==> src/rtl/pis_pkg.sv <==
package pis_pkg;

    typedef enum logic [1:0] {
        SENSE_LOW  = 2'd0,
        SENSE_FALL = 2'd1,
        SENSE_RISE = 2'd2,
        SENSE_BOTH = 2'd3
    } sense_e;

    localparam logic [31:0] STATUS_OFS = 32'h10;
    localparam logic [31:0] SENSE_OFS  = 32'h14;

    // edge qualification for one pin: was = previous sample, now = current
    function automatic logic edge_match(input sense_e mode, input logic was, input logic now);
        logic hit;
        case (mode)
            SENSE_FALL: hit = was & ~now;
            SENSE_RISE: hit = ~was & now;
            SENSE_BOTH: hit = was ^ now;
            default:    hit = 1'b0;
        endcase
        return hit;
    endfunction

endpackage

==> src/rtl/pis_sync.sv <==
module pis_sync #(
    parameter int unsigned WIDTH  = 8,
    parameter int unsigned STAGES = 2
) (
    input  logic             clk,
    input  logic             rst_n,
    input  logic [WIDTH-1:0] din,
    output logic [WIDTH-1:0] dout
);

    typedef struct packed {
        logic [STAGES-1:0][WIDTH-1:0] chain;
    } sync_st_t;

    sync_st_t st_d, st_q;

    always_comb begin
        st_d = st_q;
        st_d.chain[0] = din;
        for (int i = 1; i < int'(STAGES); i++) begin
            st_d.chain[i] = st_q.chain[i-1];
        end
    end

    always_ff @(posedge clk or negedge rst_n) begin
        if (!rst_n) st_q <= '0;
        else        st_q <= st_d;
    end

    assign dout = st_q.chain[STAGES-1];

endmodule

==> src/rtl/pis_detect.sv <==
module pis_detect
    import pis_pkg::*;
#(
    parameter int unsigned NUM_PINS = 8,
    localparam int unsigned SENSE_W = 2 * NUM_PINS
) (
    input  logic                clk,
    input  logic                rst_n,
    input  logic [NUM_PINS-1:0] smp,
    input  logic [SENSE_W-1:0]  sense,
    output logic [NUM_PINS-1:0] prev,
    output logic [NUM_PINS-1:0] edge_hit
);

    typedef struct packed {
        logic [NUM_PINS-1:0] prev;
    } det_st_t;

    det_st_t st_d, st_q;

    always_comb begin
        st_d      = st_q;
        st_d.prev = smp;
    end

    always_ff @(posedge clk or negedge rst_n) begin
        if (!rst_n) st_q <= '0;
        else        st_q <= st_d;
    end

    assign prev = st_q.prev;

    for (genvar n = 0; n < int'(NUM_PINS); n++) begin : g_pin
        assign edge_hit[n] = edge_match(sense_e'(sense[2*n +: 2]), st_q.prev[n], smp[n]);
    end

endmodule

==> src/rtl/pis_regs.sv <==
module pis_regs
    import pis_pkg::*;
#(
    parameter int unsigned NUM_PINS = 8,
    parameter int unsigned ADDR_W   = 8,
    parameter int unsigned DATA_W   = 32,
    localparam int unsigned SENSE_W = 2 * NUM_PINS
) (
    input  logic                clk,
    input  logic                rst_n,
    input  logic                wr,
    input  logic [ADDR_W-1:0]   addr,
    input  logic [DATA_W-1:0]   wdata,
    input  logic [NUM_PINS-1:0] smp,
    input  logic [NUM_PINS-1:0] edge_hit,
    output logic [DATA_W-1:0]   rdata,
    output logic [SENSE_W-1:0]  sense,
    output logic [NUM_PINS-1:0] status
);

    typedef struct packed {
        logic [NUM_PINS-1:0] status;
        logic [SENSE_W-1:0]  sense;
    } reg_st_t;

    reg_st_t st_d, st_q;

    logic hit_status, hit_sense;
    logic wdata_unused;

    assign hit_status   = (addr == ADDR_W'(STATUS_OFS));
    assign hit_sense    = (addr == ADDR_W'(SENSE_OFS));
    assign wdata_unused = ^wdata[DATA_W-1:SENSE_W];

    always_comb begin
        st_d = st_q;
        for (int n = 0; n < int'(NUM_PINS); n++) begin
            if (st_q.sense[2*n +: 2] == SENSE_LOW) begin
                st_d.status[n] = ~smp[n];
            end else begin
                // a matching edge outranks a simultaneous clear
                st_d.status[n] = (st_q.status[n] & ~(wr & hit_status & ~wdata[n]))
                                 | edge_hit[n];
            end
        end
        if (wr && hit_sense) begin
            st_d.sense = wdata[SENSE_W-1:0];
        end
    end

    always_ff @(posedge clk or negedge rst_n) begin
        if (!rst_n) st_q <= '0;
        else        st_q <= st_d;
    end

    always_comb begin
        rdata = '0;
        if (hit_status)     rdata[NUM_PINS-1:0] = st_q.status;
        else if (hit_sense) rdata[SENSE_W-1:0]  = st_q.sense;
    end

    assign sense  = st_q.sense;
    assign status = st_q.status;

endmodule

==> src/rtl/pin_irq_sense.sv <==
module pin_irq_sense
    import pis_pkg::*;
#(
    parameter int unsigned NUM_PINS = 8,
    parameter int unsigned ADDR_W   = 8,
    parameter int unsigned DATA_W   = 32,
    parameter int unsigned SYNC_LEN = 2
) (
    input  logic                clk,
    input  logic                rst_n,
    input  logic [NUM_PINS-1:0] pin_i,
    input  logic                reg_wr,
    input  logic [ADDR_W-1:0]   reg_addr,
    input  logic [DATA_W-1:0]   reg_wdata,
    output logic [DATA_W-1:0]   reg_rdata,
    output logic [NUM_PINS-1:0] irq_o
);

    localparam int unsigned SENSE_W = 2 * NUM_PINS;

    logic [NUM_PINS-1:0] smp_w, prev_w, edge_w, status_w;
    logic [SENSE_W-1:0]  sense_w;

    pis_sync #(.WIDTH(NUM_PINS), .STAGES(SYNC_LEN)) u_sync (
        .clk  (clk),
        .rst_n(rst_n),
        .din  (pin_i),
        .dout (smp_w)
    );

    pis_detect #(.NUM_PINS(NUM_PINS)) u_det (
        .clk     (clk),
        .rst_n   (rst_n),
        .smp     (smp_w),
        .sense   (sense_w),
        .prev    (prev_w),
        .edge_hit(edge_w)
    );

    pis_regs #(.NUM_PINS(NUM_PINS), .ADDR_W(ADDR_W), .DATA_W(DATA_W)) u_regs (
        .clk     (clk),
        .rst_n   (rst_n),
        .wr      (reg_wr),
        .addr    (reg_addr),
        .wdata   (reg_wdata),
        .smp     (smp_w),
        .edge_hit(edge_w),
        .rdata   (reg_rdata),
        .sense   (sense_w),
        .status  (status_w)
    );

    assign irq_o = status_w;

endmodule

==> config.mk <==
export PLATFORM = sky130hd
export DESIGN_NAME = pin_irq_sense
export DESIGN_NICKNAME = d
export VERILOG_FILES = /design/src/rtl/pis_pkg.sv /design/src/rtl/pis_sync.sv /design/src/rtl/pis_detect.sv /design/src/rtl/pis_regs.sv /design/src/rtl/pin_irq_sense.sv
export SDC_FILE = /design/constraint.sdc
export NUM_CORES = 1
export LEC_CHECK = 0
export CORE_ASPECT_RATIO = 0.5
export CORE_MARGIN = 4
export CORE_UTILIZATION = 45
export DETAILED_ROUTE_END_ITERATION = 8
export DONT_BUFFER_PORTS = 1
export GPL_TIMING_DRIVEN = 0
export SETUP_SLACK_MARGIN = 0.5
export SLEW_MARGIN = 15
export SYNTH_ARGS = -nofsm -noshare
export SYNTH_HDL_FRONTEND = slang
export SYNTH_HIERARCHICAL = 1
export SYNTH_SLANG_ARGS = --single-unit
==> constraint.sdc <==
create_clock -name clk -period 1.9 [get_ports clk]
set_input_delay 0.285 -clock clk [delete_from_list [all_inputs] [get_ports clk]]
set_output_delay 0.285 -clock clk [all_outputs]
set_load 0.005 [all_outputs]
**After elaboration in Yosys (flattened, before gate mapping)**

Cells that the tools add are included.

- Equality and inequality tests: 26
- Multiplexer cells: 19
- Bitwise logic cells: 81
- Reductions and logical operators: 9

Operators with widths:

| operator | count |
|---|---|
| 1-bit bitwise AND | 33 |
| 2-bit == test (second input constant) | 16 |
| 1-bit NOT | 32 |
| 1-bit case mux with 3 select lines | 8 |
| 2-bit by 1-bit == test with 1-bit output (second input constant) | 8 |
| 8-bit by 5-bit == test with 1-bit output (second input constant) | 2 |
| 2-bit zero test | 8 |
| 16-bit 2-to-1 mux | 1 |
| 8-bit 2-to-1 mux | 2 |
| 1-bit 2-to-1 mux | 8 |
| 1-bit OR | 8 |
| 1-bit bitwise XOR | 8 |
| 1-bit logical AND | 1 |

- Flip-flop bits (word level): 48
- Bits of input ports: 51
- Output and inout bits: 40
- Logic and storage cells: 140

**Depth between registers and ports, before layout**

Gate-level depths: netlist of the first run.

- Depth after elaboration: 7
- Mapped depth: 8
- Mapped depth without buffers: 8

**Modules after synthesis**

The synthesis of the first run kept the hierarchy.

By module, submodules not included:

| module | times used | cells an instance | area each (um2) | sequential area each (um2) |
|---|---|---|---|---|
| pis_regs | 1 | 131 | 1435.1 | 600.6 |
| pis_detect | 1 | 79 | 664.4 | 200.2 |
| pis_sync | 1 | 16 | 400.4 | 400.4 |

**Worst setup path after synthesis of the first run**

Ideal clock, no wire load.

- Path type: input port to flip-flop
- From: input port reg_addr[5]
- To: register u_regs.st_q (netlist bit u_regs/sense[10])
- Setup time: 125 ps
- Arrival time: 1301 ps
- Data required time: 1775 ps
- Path slack: 474 ps
- Cell stages on the path: 4
- Buffers on the path: 1
- Cells stage by stage: nor4b_4 -> nand4_4 -> buf_6 -> mux2_4

- Word-level cells in the longest chain between the ends: 2

RTL lines:

| what | RTL line | RTL |
|---|---|---|
| from (decl) | pin_irq_sense.sv:13 | `input logic [ADDR_W-1:0] reg_addr,` |
| 8-bit by 5-bit == test with 1-bit output | pis_regs.sv:32 | `assign hit_sense = (addr == ADDR_W'(SENSE_OFS));` |
| 1-bit logical AND | pis_regs.sv:46 | `if (wr && hit_sense) begin` |
| to (signal assigned) | pis_regs.sv:53 | `else st_q <= st_d;` |
| to (decl) | pis_regs.sv:26 | `reg_st_t st_d, st_q;` |

Every way passes these cells.
A chain may end at the register's enable or synchronous reset.

==> run metrics, run 1 <==
Final TNS setup=0 ps; fin nets=335; Reg2Reg Launch Point=u_sync/dout[1]$_DFF_PN0_; Reg area=1201 um2; clock root buffer=clkbuf_8; GRT Total Usage=14.37%; Crit Path Class=flop to flop; number of diodes=0; Max Root-Sink Buffers=2; Slew HR=66.53%; Req. time, crit path=2120 ps; cell taking the most area after synthesis=dfrtp_1; # rows=18; PnR worst setup slack=348.3 ps; Yosys cell types=24; RSZ-0062 raised after global routing=true; Max Slew Vio Count=0; Clk pwr share=29.2%; clk_skew=5.550 ps; Sw Ratio=23.43%; die area=6884 um2; Overflow after GRT=0; Final Hold Violating Endpoints=48; run status=finished, violations left; clk_lat worst skew=290 ps; Port Buffers=0; synthesized area per cell=11.06 um2; Final setup viols=0; clk sink count=48; Cell Chain, Critical Path=inv_1 -> ha_1 -> nor2b_1 -> o21ai_1 -> o21ai_1 -> nor2_1 -> mux2_4 -> a21oi_2; power per cell area=651.7 nW/um2; highest achievable clock rate=0.6445 GHz; yosys warns=6; Leak=1.491 nW; minimum clock period=1552 ps; Util after Layout=56.99%; biggest cell delay along the critical path=410 ps; VDD IR max=0.3025 mV; hold_ws=-319.5 ps; M1 WL=2200 um; Post-Syn Area=2500 um2; first-pass GRT wire length=7576 um; critical path's slowest cell=dfrtp_1; Reg power frac=59.5%; uppermost layer routed=met4; Area Overhead vs Synth=17.07%; synth top area cells=dfrtp_1, ha_1, mux2_2; failing checks=negative hold slack; Starting Density=48.68%; Iter 0 DRT Violations=51; GP Congestion=0.7206; initial antenna violation count=0; Max Cap Viol=0; Worst setup SP type=flop; Worst-Margin Slew=502.0 ps; clk slew on worst S/H paths=80 ps; Multi-input gate area=1191 um2; Critical path origin=u_sync/dout[1]$_DFF_PN0_; final cell count without fillers=338; drt wl/cell=14.35 um; DRT Wirelength=4849 um; I/O pins=91; dpl cells=311; NetSw=0.0004468 W; layout cells sized above 1=28.73%; vias in the first global route=1,604; Cells after Synth=226; cell mode on critical path=o21ai_1; combinational group share of total power=11.3%; CP arrival=1770 ps; H-tree depth=2; drt first pass iters=4; DR WL met2=2295 um; post-synthesis sequential area ratio=48.05%; post-synth top area share=48.05%; number of synthesized register bits=48; # DRC=0; Die X=113.4 um; routed wire length on met3=336 um; DP Worst Slack=276.2 ps; CTS Buf Count=5; HP Class=input pin to asynchronous set/reset pin; CTS tree=done; Fill cells=443; die height=60.71 um; routed via count=1,615; Final Cycle Share=81.67%; Via density=4.778; Worst setup EP type=flop; Total Power=0.001907 W; Int Power=0.001460 W; Post-DP HPWL=3420 um; largest net degree at the start of global routing=49; core area=5135 um2; worst-path maximum fanout=4; remaining antenna violation count=0
critical path, delay by kind of cell, from the launching register on:
| family | cells | cell delay, ps |
|---|---|---|
| simple gates | 2 | 200 |
| buf+inv | 1 | 60 |
| compound gates | 3 | 280 |
| mux | 1 | 280 |
| flops | 1 | 410 |
| fa+ha+maj | 1 | 260 |
repair_timing:
item                                    in CTS  in global routing
gates cloned                                 0                  0
endpoints found under the setup margin      24                 17
gates resized for setup                      7                  8
hold endpoints to repair                    48                 53
pin swaps                                    5                  3
setup buffers                               13                  2
stage by stage:
stage               area [um2]  hold slack [ps]
global route              2927           -343.6
CTS                       2838           -330.1
global placement          2644           -9.609
detailed placement        2644           -9.771
finish                    2927           -319.5
floorplan                 2556           -10.59
cell usage after synthesis:
cell and n:
nand4_4 1, o211ai_1 1, nor4b_4 1, o21ai_1 14
inv_1 16, nand2_1 10, and2_1 8, mux2_4 10
and4b_1 2, clkbuf_1 1, buf_4 16, ha_1 16
mux2i_1 8, nor2b_1 14, dfrtp_1 48, buf_6 1
a21oi_1 8, mux2_2 14, conb_1 1, o21ai_0 1
buf_2 1, nor3_1 8, nor2_1 25, nor3_2 1
cells in the final DEF (no fill, tap or decap), drive strengths merged:
cell type and n:
buf 33, ha 16, clkinv 1, and4b 2, nand4 1, o21ai 15
o211ai 1, inv 16, nand2 10, conb 16, clkbuf 7, mux2i 8
nor3 9, and2 8, mux2 24, a21oi 8, nor2b 14, nor2 25
dfrtp 48, nor4b 1, dlygate4sd3 5
final timing paths:
kind / to / slack, ps / depth (start not counted)
hold reg to reg: u_sync/dout[5]$_DFF_PN0_ / 350 / 0
hold / removal: u_sync/dout[7]$_DFF_PN0_ / -320 / 0
setup reg to reg: u_regs/status[1]$_DFF_PN0_ / 350 / 8
max in group asynchronous: u_regs/sense[0]$_DFFE_PN0P_ / 2120 / 0
setup / recovery: u_regs/status[1]$_DFF_PN0_ / 350 / 8
min in group clk: u_sync/st_d[13]$_DFF_PN0_ / 20 / 0
per-layer routing:
layer | GRT usage (%) | up-vias
li1 | - | 796
met1 | 17.54 | 770
met2 | 25.76 | 47
met3 | 4.482 | 2
met4 | 3.253 | 0
met5 | 0 | -
cells by family after synthesis:
group           count (synthesis)  share of synthesized area (%)
simple gates                   70                          15.37
fa+ha+maj                      16                          8.008
flops                          48                          48.05
buf+inv                        35                          8.008
mux                            32                          15.52
other cells                     1                         0.1500
compound gates                 24                          4.905
flip-flops by register name, indices dropped and copies added, names as in the netlist:
register and flops:
u_sync/dout 8, u_det/prev 8, u_sync/st_d 8, u_regs/sense 16
u_regs/status 8
cell type report:
type                    count  area share [%]
flip-flops and latches     48           41.04
clock inverters             1          0.1710
inverters                  16           2.052
repair buffers             20           5.558
well taps                  70           2.993
plain buffers              19           5.002
clock buffers               6           2.480
multi-input cells         158           40.70
power by group through the flow:
stage	logic, W	registers (W)	clock network [W]
after floorplan	0.000159	0.00114	0
after global placement	0.000169	0.00116	0
after detailed placement	0.000175	0.00116	0
after CTS	0.000201	0.00114	0.000592
after global routing	0.000243	0.00115	0.000631
final	0.000216	0.00113	0.000556
(Power assumes the default switching activity.)
==> inputs of run 2 (changes only) <==
clock period = 1.5 ns   (was 1.9 ns; I/O delays follow)
==> run metrics, run 2 (synthesized netlist as in run 1, its figures left out) <==
minimum clock period=1532 ps (-19.85 ps); most frequent cells in the layout=dfrtp_1, buf_4, nor2_1; Final Hold Violating Endpoints=48 (unchanged); die area=6884 um2 (unchanged); vias in the first global route=1,786 (+11%); drt wl/cell=14.61 um (+1.8%); drt first pass iters=4 (unchanged); Starting Density=48.68% (unchanged); met2 Usage GRT=28.37% (+2.6 points); most common cell after layout, fill and taps aside=dfrtp_1; Fill cells=407 (-8.1%); Max Cap Viol=0 (unchanged); number of diodes=0 (unchanged); Area Overhead vs Synth=29.08%; Req. time, crit path=1700 ps (-420 ps); remaining antenna violation count=0 (unchanged); die height=60.71 um (unchanged); max reg flops=16 (unchanged); clock root buffer=clkbuf_8; routed via count=1,712 (+6.0%); largest net degree at the start of global routing=49 (unchanged); CTS Buf Count=5 (unchanged); Final Cycle Share=102.1% (+20 points); Most Crowded Layer GR=met2; core area=5135 um2 (unchanged); # rows=18 (unchanged); clk_lat worst skew=290 ps (about the same); Total Power=0.002550 W (+34%); first-pass GRT wire length=8369 um (+10%); hold_buf cts=8; Worst setup SP type=flop; VDD IR max=0.4465 mV (+48%); Port Buffers=0 (unchanged); clk slew on worst S/H paths=80 ps (about the same); H-tree depth=2 (unchanged); highest achievable clock rate=0.6528 GHz (+1.3%); Via density=4.823 (+0.93%); Util after Layout=62.84% (+5.8 points); PnR worst setup slack=-31.86 ps (-380.2 ps); Overflow after GRT=0 (unchanged); RSZ-0062 raised after global routing=true; Max Slew Vio Count=0 (unchanged); Max Root-Sink Buffers=2 (unchanged); CP arrival=1730 ps (-40 ps); power per cell area=790.2 nW/um2 (+21%); M1 GR Usage=19.35% (+1.8 points); worst-path maximum fanout=2 (-2); Final setup viols=1 (+1); GRT Total Usage=15.98% (+1.6 points); clk sink count=48 (unchanged); HP Class=input pin to asynchronous set/reset pin; Crit Path Class=flop to flop; DRT Wirelength=5185 um (+6.9%); failing checks=negative hold slack, negative setup slack; Worst-Margin Slew=650.3 ps (+148.3 ps); layout cells sized above 1=38.95% (+10 points); Slew HR=56.65% (-9.9 points); Final TNS setup=-31.86 ps (-31.86 ps); Leak=1.595 nW (+7.0%); GP Congestion=0.6570 (-8.8%); I/O pins=91 (unchanged); met3 usage=4.781% (+0.30 points); initial antenna violation count=0 (unchanged); clk_skew=5.207 ps (-0.3430 ps); Worst setup EP type=flop; run status=finished, violations left; Die X=113.4 um (unchanged); DP Worst Slack=-98.48 ps (-374.7 ps); # DRC=0 (unchanged); fin nets=351 (+4.8%); hold_ws=-375.3 ps (-55.75 ps); Post-DP HPWL=3572 um (+4.5%); CTS tree=done; Iter 0 DRT Violations=63 (+24%)
## run 2: cell types whose count changed in the layout (fill, tap and decap cells not counted), sizes merged
cell,change
buf,+13
clkbuf,+2
clkinv,-1
dlygate4sd3,+3
## run 2: final timing paths
path | depth (start not counted) | slack [ps] | end | start
max reg2reg | 7 | -30 | u_regs/status[1]$_DFF_PN0_ | u_det/prev[1]$_DFF_PN0_
min in group clk | 1 | 80 | u_regs/sense[4]$_DFFE_PN0P_ | reg_wdata[4]
max | 7 | -30 | u_regs/status[1]$_DFF_PN0_ | u_det/prev[1]$_DFF_PN0_
max in group asynchronous | 0 | 1770 | u_regs/sense[1]$_DFFE_PN0P_ | rst_n
min reg2reg | 0 | 350 | u_sync/dout[7]$_DFF_PN0_ | u_sync/st_d[15]$_DFF_PN0_
min | 0 | -380 | u_sync/dout[6]$_DFF_PN0_ | rst_n
## run 2: metal layers
layer	up-vias	routed length (um)	part of all wire, %
met5	-	0	0
met4	0	71	1.4
met3	6	371	7.2
met2	51	2549	49
met1	818	2193	42
li1	837	-	-
## run 2: per-stage QoR
stage	instance area (um2)	hold slack, ps	cells
after floorplan	2556	-70.59	241
after global placement	2644	-69.62	311
after detailed placement	2644	-69.69	311
after CTS	3019	-394.5	350
after global routing	3227	-411.2	355
final	3227	-375.3	355
## run 2: timing repair
action | 4_1_cts | 5_1_grt
endpoints found under the setup margin | 40 | 40
buffers inserted | 23 | 5
endpoints found under the hold margin | 56 | 48
pin swaps | 8 | 10
resized for setup | 9 | 46
## run 2: layout make-up
| class | count | area (um2) | area share (%) |
|---|---|---|---|
| buffer | 19 | 148.9 | 4.614 |
| clock buffer | 8 | 90.09 | 2.792 |
| inverter | 16 | 60.06 | 1.861 |
| multi-input combinational | 158 | 1331 | 41.26 |
| sequential | 48 | 1207 | 37.42 |
| tap | 70 | 87.58 | 2.714 |
| timing repair buffer | 36 | 301.5 | 9.345 |
## run 2: power breakdown
part	internal, W	leakage, nW	switching [W]	total, W
logic	0.000199	0.964	0.000138	0.000337
registers	0.00137	0.586	0.0000724	0.00144
clock network	0.000376	0.0455	0.000395	0.000771
## run 2: worst max-delay path, cell delays in order (launching register included)
cell     delay, ps
dfrtp_1        390
ha_1           300
nor2b_1        110
o21ai_1         60
o21ai_1        100
nor2_1          60
mux2_2         260
a21oi_1        160
==> inputs of run 3 (changes only) <==
MAX_ROUTING_LAYER = met4   (was default)
==> run metrics, run 3 (synthesized netlist as in run 1, its figures left out) <==
run status=finished, violations left; failing checks=negative hold slack, negative setup slack; max reg flops=16 (unchanged); CTS tree=done; Buf/Inv on CP=0 (unchanged); fin nets=351 (unchanged); first-pass GRT wire length=8376 um (about the same); clk slew on worst S/H paths=80 ps (about the same); CTS Buf Count=5 (unchanged); Req. time, crit path=1700 ps (about the same); Area Overhead vs Synth=29.08% (unchanged); clock root buffer=clkbuf_8; Max Slew Vio Count=0 (unchanged); uppermost layer routed=met4; PnR worst setup slack=-31.77 ps (+0.08900 ps); Fill cells=407 (unchanged); Worst setup SP type=flop; Cell Chain, Critical Path=ha_1 -> nor2b_1 -> o21ai_1 -> o21ai_1 -> nor2_1 -> mux2_2 -> a21oi_1; DP Worst Slack=-98.48 ps (unchanged); routed via count=1,707 (-0.29%); Max Cap Viol=0 (unchanged); RSZ-0062 raised after global routing=true; Crit Path Class=flop to flop; number of diodes=0 (unchanged); clk_lat worst skew=290 ps (about the same); initial antenna violation count=0 (unchanged); most frequent cells in the layout=dfrtp_1, buf_4, nor2_1; cell mode on critical path=o21ai_1; Iter 0 DRT Violations=60 (-4.8%); VDD IR max=0.4438 mV (-0.60%); DR WL met2=2590 um (+1.6%); Worst setup EP type=flop; minimum clock period=1532 ps (-0.08900 ps); drt first pass iters=2 (-2); die height=60.71 um (unchanged); crit-path leading delay family=flip-flops; Max Root-Sink Buffers=2 (unchanged); drt wl/cell=14.61 um (about the same); Placed Area=2644 um2 (unchanged); hold_ws=-377.1 ps (-1.835 ps); GP Congestion=0.6630 (+0.91%); die area=6884 um2 (unchanged); Port Buffers=0 (unchanged); Post-DP HPWL=3572 um (unchanged); M1 WL=2170 um (-1.0%); Final Cycle Share=102.1% (about the same); Multi-input gate area=1331 um2 (unchanged); vias in the first global route=1,788 (+0.11%); # rows=18 (unchanged); power per cell area=789.7 nW/um2 (about the same); Final setup viols=1 (unchanged); I/O pins=91 (unchanged); Via density=4.808 (-0.29%); GRT Total Usage=16.55% (+0.57 points); DRT Wirelength=5186 um (about the same); hold_buf cts=8 (unchanged); CP arrival=1740 ps (about the same); worst-path maximum fanout=2 (unchanged); Worst-Margin Slew=624.2 ps (-26.14 ps); Die X=113.4 um (unchanged); clk_skew=5.750 ps (+0.5434 ps); most common cell after layout, fill and taps aside=dfrtp_1; H-tree depth=2 (unchanged); layout cells sized above 1=38.95% (unchanged); HP Class=input pin to asynchronous set/reset pin; Leak=1.595 nW (unchanged); biggest cell delay along the critical path=390 ps (about the same); remaining antenna violation count=0 (unchanged); clk sink count=48 (unchanged); largest net degree at the start of global routing=49 (unchanged); Final Hold Violating Endpoints=48 (unchanged); # DRC=0 (unchanged); Overflow after GRT=0 (unchanged); finished layout cell area=3227 um2 (unchanged); highest achievable clock rate=0.6528 GHz (about the same); routed wire length on met3=353 um (-4.9%); Starting Density=48.68% (unchanged); critical path's slowest cell=dfrtp_1; Slew HR=58.39% (+1.7 points); Reg area=1207 um2 (unchanged); core area=5135 um2 (unchanged)
-- run 3: final cells by class --
class	instances	area share (%)
Inverter	16	1.861
Buffer	19	4.614
Clock buffer	8	2.792
Tap cell	70	2.714
Timing Repair Buffer	36	9.345
Multi-Input combinational cell	158	41.26
Sequential cell	48	37.42
-- run 3: timing repair --
| item | CTS | global route |
|---|---|---|
| gates resized for setup | 9 | 46 |
| setup endpoints to repair | 40 | 40 |
| hold endpoints to repair | 56 | 48 |
| pin swaps | 8 | 10 |
| setup buffers | 23 | 5 |
-- run 3: worst paths after layout --
check / start / end / slack [ps] / cells after the start
hold reg to reg: u_sync/st_d[15]$_DFF_PN0_ / u_sync/dout[7]$_DFF_PN0_ / 350 / 0
setup reg to reg: u_det/prev[1]$_DFF_PN0_ / u_regs/status[1]$_DFF_PN0_ / -30 / 7
setup / recovery: u_det/prev[1]$_DFF_PN0_ / u_regs/status[1]$_DFF_PN0_ / -30 / 7
min in group clk: reg_wdata[4] / u_regs/sense[4]$_DFFE_PN0P_ / 80 / 1
max in group asynchronous: rst_n / u_regs/sense[1]$_DFFE_PN0P_ / 1770 / 0
hold / removal: rst_n / u_sync/dout[6]$_DFF_PN0_ / -380 / 0
-- run 3: worst register-to-register path, cell delays in order, from the launching register on --
cell     delay [ps]
dfrtp_1         390
ha_1            300
nor2b_1         110
o21ai_1          60
o21ai_1         100
nor2_1           60
mux2_2          260
a21oi_1         160
-- run 3: through the flow --
stage	power (W)	instances	util, %	TNS (ps)
floorplan	0.001645	241	-	0
global placement	0.001678	311	51.49	-359.2
detailed placement	0.001695	311	51.49	-1071
CTS	0.002532	350	58.80	0
global route	0.002719	355	62.84	-622.0
finish	0.002548	355	62.84	-31.77
-- run 3: report_power, final --
part	total, W	internal [W]	leakage, nW	switching (W)
combinational	0.000337	0.000199	0.964	0.000138
clock	0.000770	0.000376	0.0455	0.000393
sequential	0.00144	0.00137	0.586	0.0000723
total	0.00255	0.00194	1.60	0.000604
-- run 3: layer usage --
metal | GRT usage, % | vias up
li1 | - | 836
met1 | 19.60 | 813
met2 | 28.37 | 52
met3 | 4.482 | 6
met4 | 4.966 | 0
met5 | - | -
